$ cat config.mk
export PLATFORM = sky130hd
export DESIGN_NAME = tt_clkout_gen
export DESIGN_NICKNAME = d
export VERILOG_FILES = /design/src/rtl/tt_clkout_pkg.sv /design/src/rtl/tt_clkout_regs.sv /design/src/rtl/tt_clkout_sched.sv /design/src/rtl/tt_clkout_pin.sv /design/src/rtl/tt_clkout_gen.sv
export SDC_FILE = /design/constraint.sdc
export NUM_CORES = 1
export LEC_CHECK = 0
export ABC_CLOCK_PERIOD_IN_PS = 4300
export BUFFER_PORTS_ARGS = -buffer_cell sky130_fd_sc_hd__buf_2
export CORE_MARGIN = 2
export CORE_UTILIZATION = 30
export CTS_CLUSTER_SIZE = 30
export DETAILED_ROUTE_END_ITERATION = 6
export MAX_ROUTING_LAYER = met4
export PLACE_DENSITY = 0.46
export SETUP_SLACK_MARGIN = 0.3
export SYNTH_ARGS = -nofsm -noshare
export SYNTH_HDL_FRONTEND = slang
export SYNTH_SLANG_ARGS = --single-unit
$ cat constraint.sdc
create_clock -name clk -period 4.3 [get_ports clk]
set_input_delay 0.645 -clock clk [delete_from_list [all_inputs] [get_ports clk]]
set_output_delay 0.645 -clock clk [all_outputs]
set_load 0.005 [all_outputs]
$ cat src/rtl/tt_clkout_pkg.sv
package tt_clkout_pkg;
   localparam int CTRL_EN_BIT   = 0;
   localparam int CTRL_SYNC_BIT = 1;
   localparam int CTRL_IRQ_BIT  = 2;
   localparam int CFG_DIR_BIT   = 0;
   localparam int CFG_FUNC_BIT  = 1;

   typedef struct packed {
      logic irq_en;
      logic sync;
      logic en;
   } ctrl_t;

   typedef struct packed {
      logic func_sel;
      logic drive;
   } pincfg_t;
endpackage

$ cat src/rtl/tt_clkout_regs.sv
module tt_clkout_regs
   import tt_clkout_pkg::*;
#(
   parameter int TIME_W = 64,
   parameter int DATA_W = 32,
   parameter int ADDR_W = 3
) (
   input  logic              clk,
   input  logic              rst_n,
   input  logic              wr_en,
   input  logic [ADDR_W-1:0] wr_addr,
   input  logic [DATA_W-1:0] wr_data,
   output logic [TIME_W-1:0] target,
   output logic [TIME_W-1:0] period,
   output ctrl_t             ctrl,
   output pincfg_t           cfg
);
   localparam int NWORDS    = TIME_W / DATA_W;
   localparam int PER_BASE  = NWORDS;
   localparam int CTRL_ADDR = 2 * NWORDS;
   localparam int CFG_ADDR  = 2 * NWORDS + 1;

   always_ff @(posedge clk) begin
      if (!rst_n) begin
         target <= '0;
         period <= '0;
         ctrl   <= '0;
         cfg    <= '0;
      end else if (wr_en) begin
         for (int w = 0; w < NWORDS; w++) begin
            if (wr_addr == ADDR_W'(w))
               target[w*DATA_W +: DATA_W] <= wr_data;
            if (wr_addr == ADDR_W'(PER_BASE + w))
               period[w*DATA_W +: DATA_W] <= wr_data;
         end
         if (wr_addr == ADDR_W'(CTRL_ADDR)) begin
            ctrl.en     <= wr_data[CTRL_EN_BIT];
            ctrl.sync   <= wr_data[CTRL_SYNC_BIT];
            ctrl.irq_en <= wr_data[CTRL_IRQ_BIT];
         end
         if (wr_addr == ADDR_W'(CFG_ADDR)) begin
            cfg.drive    <= wr_data[CFG_DIR_BIT];
            cfg.func_sel <= wr_data[CFG_FUNC_BIT];
         end
      end
   end
endmodule

$ cat src/rtl/tt_clkout_sched.sv
module tt_clkout_sched #(
   parameter int TIME_W = 64
) (
   input  logic              clk,
   input  logic              rst_n,
   input  logic              armed,
   input  logic [TIME_W-1:0] systime,
   input  logic [TIME_W-1:0] target,
   input  logic [TIME_W-1:0] period,
   output logic              level,
   output logic              hit,
   output logic [TIME_W-1:0] next_edge
);
   assign hit = armed && (systime >= next_edge);

   always_ff @(posedge clk) begin
      if (!rst_n) begin
         level     <= 1'b0;
         next_edge <= '0;
      end else if (!armed) begin
         level     <= 1'b0;
         next_edge <= target;
      end else if (hit) begin
         level     <= ~level;
         next_edge <= next_edge + period;
      end
   end
endmodule

$ cat src/rtl/tt_clkout_pin.sv
module tt_clkout_pin
   import tt_clkout_pkg::*;
#(
   parameter bit OUT_REG = 1'b0
) (
   input  logic    clk,
   input  logic    rst_n,
   input  logic    level,
   input  logic    hit,
   input  logic    irq_en,
   input  pincfg_t cfg,
   output logic    pin_out,
   output logic    pin_oe,
   output logic    irq
);
   logic routed;
   assign routed = cfg.drive & cfg.func_sel;

   always_ff @(posedge clk) begin
      if (!rst_n) irq <= 1'b0;
      else        irq <= hit & irq_en;
   end

   generate
      if (OUT_REG) begin : g_reg_pin
         always_ff @(posedge clk) begin
            if (!rst_n) begin
               pin_out <= 1'b0;
               pin_oe  <= 1'b0;
            end else begin
               pin_out <= routed & level;
               pin_oe  <= cfg.drive;
            end
         end
      end else begin : g_comb_pin
         assign pin_out = routed & level;
         assign pin_oe  = cfg.drive;
      end
   endgenerate
endmodule

$ cat src/rtl/tt_clkout_gen.sv
module tt_clkout_gen
   import tt_clkout_pkg::*;
#(
   parameter int TIME_W  = 64,
   parameter int DATA_W  = 32,
   parameter int ADDR_W  = 3,
   parameter bit OUT_REG = 1'b0
) (
   input  logic              clk,
   input  logic              rst_n,
   input  logic [TIME_W-1:0] systime,
   input  logic              wr_en,
   input  logic [ADDR_W-1:0] wr_addr,
   input  logic [DATA_W-1:0] wr_data,
   output logic              pin_out,
   output logic              pin_oe,
   output logic              irq_pulse
);
   localparam int NWORDS = TIME_W / DATA_W;
   localparam int NREGS  = 2 * NWORDS + 2;

   generate
      if (TIME_W % DATA_W != 0) begin : g_bad_width
         $error("TIME_W must be a multiple of DATA_W");
      end
      if ((1 << ADDR_W) < NREGS) begin : g_bad_addr
         $error("ADDR_W too narrow for register map");
      end
   endgenerate

   logic [TIME_W-1:0] target, period, next_edge;
   ctrl_t             ctrl;
   pincfg_t           cfg;
   logic              armed, level, hit;

   tt_clkout_regs #(.TIME_W(TIME_W), .DATA_W(DATA_W), .ADDR_W(ADDR_W)) u_regs (
      .clk(clk), .rst_n(rst_n), .wr_en(wr_en), .wr_addr(wr_addr),
      .wr_data(wr_data), .target(target), .period(period),
      .ctrl(ctrl), .cfg(cfg)
   );

   assign armed = ctrl.en & ctrl.sync;

   tt_clkout_sched #(.TIME_W(TIME_W)) u_sched (
      .clk(clk), .rst_n(rst_n), .armed(armed), .systime(systime),
      .target(target), .period(period), .level(level), .hit(hit),
      .next_edge(next_edge)
   );

   tt_clkout_pin #(.OUT_REG(OUT_REG)) u_pin (
      .clk(clk), .rst_n(rst_n), .level(level), .hit(hit),
      .irq_en(ctrl.irq_en), .cfg(cfg), .pin_out(pin_out),
      .pin_oe(pin_oe), .irq(irq_pulse)
   );
endmodule

==> results.md <==
| Metric | Value | Unit |
|---|---|---|
| Worst Hold Margin | 0.454 | ns |
| Routed wirelength normalized by instance count | 19.8 | µm |
| Worst-path cell chain | inv_1 -> ha_1 -> a21oi_1 -> o21ai_0 -> a221oi_1 -> nand4b_1 -> o211ai_1 -> nand2_4 -> buf_12 -> buf_4 -> nand3_1 -> o21ai_0 -> a221oi_1 | - |
| Async SR Flop Fraction | 0 | - |
| Pin count of the biggest net entering global routing | 75 | - |
| # Max-Cap Violations | 0 | - |
| Main synth FF type | dfxtp_1 | - |
| Worst Hold End | u_regs.target[52] | - |
| Detailed router's first-iteration violation count | 978 | - |
| Vertical die dimension | 212 | µm |
| CTS buffer count | 17 | - |
| Number of buffers on the longest clock path | 2 | - |
| Clock skew | 0.00821 | ns |
| Library cell occupying the most area in the post-synthesis netlist | dfxtp_1 | - |
| Fillers | 4670 | - |
| Fraction of power consumed by sequential logic | 0.476 | - |
| Total overflow reported by the global router | 0 | - |
| Power density relative to cell area | 273 | mW/mm² |
| Combined area of all synthesized cells | 0.0129 | mm² |
| Vias per inst | 5.28 | - |
| Remaining max-slew budget at the tightest pin | 0.256 | - |
| Static leakage | 0.00558 | µW |
| Period utilization | 0.881 | - |
| Pint | 2810 | µW |
| Routed WL | 47.4 | mm |
| Antenna violations before repair | 0 | - |
| Cell depth of the worst min-delay path | 2 | - |
| Worst hold path startpoint | u_regs.target[52] | - |
| Fin Setup TNS | 0 | ns |
| Endpoint of the most critical register-to-register path | u_sched.next_edge[54] | - |
| Met3 WL post-DR | 2.88 | mm |
| RSZ-0062 raised after global routing | no | - |
| Global Route Usage Sum | 0.220 | - |
| Required time at the worst-slack endpoint | 4.67 | ns |
| Residual DRC | 0 | - |
| Mapped Nets | 2015 | - |
| Commonest non-fill, non-tap cells in the layout | 364 x nand2_1, 298 x a21oi_1, 199 x dfxtp_1 | - |
| Via count of the first global-routing pass | 12.3k | - |
| Category of the worst setup path capture point | flop | - |
| Detailed Place HPWL | 35.8 | mm |
| Top routing layer used | met4 | - |
| Worst Hold Class | reg -> reg | - |
| Clk root buf | clkbuf_16 | - |
| Worst path setup slack after routing | 0.510 | ns |
| Initial standard-cell utilization of the core | 0.302 | - |
| Number of H-tree branching levels | 4 | - |
| Run status | completed | - |
| Sw Ratio | 0.297 | - |
| # port buffers | 104 | - |
| Row count | 76 | - |
| Gate count of the mapped netlist | 1785 | - |
| Maximum vdd drop | 288 | µV |
| Crit path largest cell delay | 0.81 | ns |
| Num ports | 105 | - |
| Floorplan die area | 0.0448 | mm² |
| Routed length on met2 | 19.8 | mm |
| Kind of start point of the critical path | flop | - |
| Final count of negative-setup-slack endpoints | 0 | - |
| Met1 layer wirelength in the final routing | 23.2 | mm |
| Critical Path AT | 4.16 | ns |
| Register area share after synthesis | 0.308 | - |
| Worst-Skew Late Latency | 0.46 | ns |
| Number of different library cells in the post-synthesis netlist | 64 | - |
| Top cell type's share of synthesized area | 0.308 | - |
| Path type of the worst setup path | reg -> reg | - |
| Proportion of layout cells with a drive suffix above 1 | 0.102 | - |
| Detailed Routing Iterations Pass 1 | 5 | - |
| Clock group share of total power | 0.414 | - |
| Biggest fanout along the worst timing path | 67 | - |
| Global-route wire length before repair | 72.3 | mm |
| Reg-to-reg startpoint | u_sched.next_edge[17] | - |
| Switching component of the power | 1180 | µW |
| Core Footprint | 0.0428 | mm² |
| Horizontal extent of the die | 212 | µm |
| Flop and latch count out of synthesis | 199 | - |
| Post-route minimum period | 3.79 | ns |
| Hold-fix buffer count after cts | 0 | - |
| Portion of total power attributed to combinational logic | 0.110 | - |
| Final Slew Violations | 0 | - |
| Most common cell after layout, fill and taps aside | nand2_1 | - |
| TritonCTS Sinks | 199 | - |
| GP Congestion | 0.903 | - |
| Warnings from Yosys | 0 | - |
| Clock-pin slew reported for the worst setup and hold paths after clock tree synthesis | 0.08 | ns |
| Reg2Reg Depth | 13 | - |
| Critical-path cell with the highest stage delay | a221oi_1 | - |
| Max Clock Freq | 264 | MHz |
| Slack of the worst reg-to-reg path | 0.51 | ns |
| Cells taking the most area after synthesis | dfxtp_1 31%, ha_1 12%, a21oi_1 12% | - |
| CTS tree | done | - |
| Post-route antenna net violation count | 0 | - |
| Via count | 12.6k | - |
| Number of nets in the layout | 2059 | - |
| Area added between synthesis and finish | 12.9 | % |
| Antenna Cells | 0 | - |
| Average instance area after synthesis | 7.25 | µm² |
| Pre-CTS worst setup slack | 0.0209 | ns |
| Number of non-filler instances in the completed layout | 2388 | - |
| Count of flip-flops with a built-in enable after synthesis | 0 | - |
| Total count of hold-check failures in the final report | 0 | - |
| Slew at the pin with the worst max-slew slack | 1.11 | ns |
| Post-Place Cells | 2355 | - |
[kinds of logic after synthesis]
kind of cell / share of synthesized area
xor+xnor: 0.0338
buf+inv: 0.0551
mux: 0.0101
compound gates: 0.259
simple gates: 0.210
flops: 0.308
fa+ha+maj: 0.124
[critical path, delay by kind of cell, from the launching register on]
| family | cells | cell delay, ns |
|---|---|---|
| AOI/OAI and AO/OA | 6 | 2.12 |
| DFF | 1 | 0.34 |
| adders and majority gates | 1 | 0.30 |
| and+or+nand+nor | 3 | 0.35 |
| buffers and inverters | 3 | 0.56 |
[stage by stage]
step	util	instance area, µm²	total power (µW)
CTS	0.341	14600	4030
global route	0.341	14600	4160
detailed placement	0.327	14000	2380
finish	0.341	14600	3990
global placement	0.327	14000	2370
floorplan	-	12900	2180
[power by group through the flow]
stage                     Combinational [µW]  Sequential (µW)  Clock (µW)
final                                    441             1900        1650
after global routing                     492             1900        1770
after CTS                                443             1900        1690
after detailed placement                 441             1940           0
after global placement                   434             1940           0
after floorplan                          252             1930           0
[timing repair]
action / 4_1_cts / 5_1_grt
endpoints found under the setup margin: 4 / 6
gates cloned: 0 / 0
endpoints found under the hold margin: 0 / 0
pin swaps: 0 / 1
gates resized for setup: 1 / 2
buffers inserted: 0 / 1
[flip-flops by register name (all words and copies together), names as in the netlist]
signal             flops
u_regs.ctrl            3
u_regs.period         64
u_sched.level          1
u_regs.target         64
u_pin.irq              1
u_sched.next_edge     64
u_regs.cfg             2
[layout make-up]
class                   instances  area (µm²)  area share
multi-input cells            1399        8300       0.568
inverters                      83         314      0.0215
clock buffers                  17         425      0.0291
flip-flops and latches        199        3980       0.273
clock inverters                15         153      0.0104
well taps                     546         683      0.0468
repair buffers                129         746      0.0510
[cell usage after synthesis (2+ instances only)]
cell type / n
a22oi_1: 3
a21oi_1: 298
nor3_1: 18
clkbuf_1: 98
nor4_1: 6
dfxtp_1: 199
o31ai_1: 10
o21ai_0: 94
buf_4: 3
and2_1: 7
o22ai_1: 2
inv_1: 82
o211ai_1: 12
o21bai_1: 18
ha_1: 127
a2bb2oi_1: 2
nand2b_1: 12
mux2i_1: 13
a221oi_1: 5
nand4_1: 29
o221ai_1: 2
a31oi_1: 19
a211o_1: 2
a21o_1: 28
or2_2: 4
nand3_1: 19
nand2_1: 365
o21a_1: 8
a2111oi_0: 4
o2111ai_1: 3
a211oi_1: 38
a21boi_0: 2
or3_1: 3
and3_1: 11
a31o_2: 3
buf_1: 3
and4_1: 2
o21ai_1: 5
nor2b_1: 9
nand4b_1: 4
nor2_1: 142
xnor2_1: 31
xor2_1: 19
[worst max-delay path by stage]
stage                           from               endpoint  slack, ns  cells after the start
2_1_floorplan   u_sched.next_edge[0]  u_sched.next_edge[56]       1.23                     13
3_3_place_gp             systime[62]  u_sched.next_edge[52]       0.05                     15
3_5_place_dp             systime[62]  u_sched.next_edge[54]       0.02                     13
4_1_cts         u_sched.next_edge[0]  u_sched.next_edge[56]       0.44                     13
5_1_grt         u_sched.next_edge[0]  u_sched.next_edge[56]       0.33                     13
6_report       u_sched.next_edge[17]  u_sched.next_edge[54]       0.51                     13
[layer usage]
layer | global-route usage | vias to the layer above
met4 | 0.0775 | 0
met2 | 0.323 | 329
li1 | - | 6334
met1 | 0.300 | 5895
met5 | - | -
met3 | 0.0435 | 59
Power figures use the tool's default switching activity.
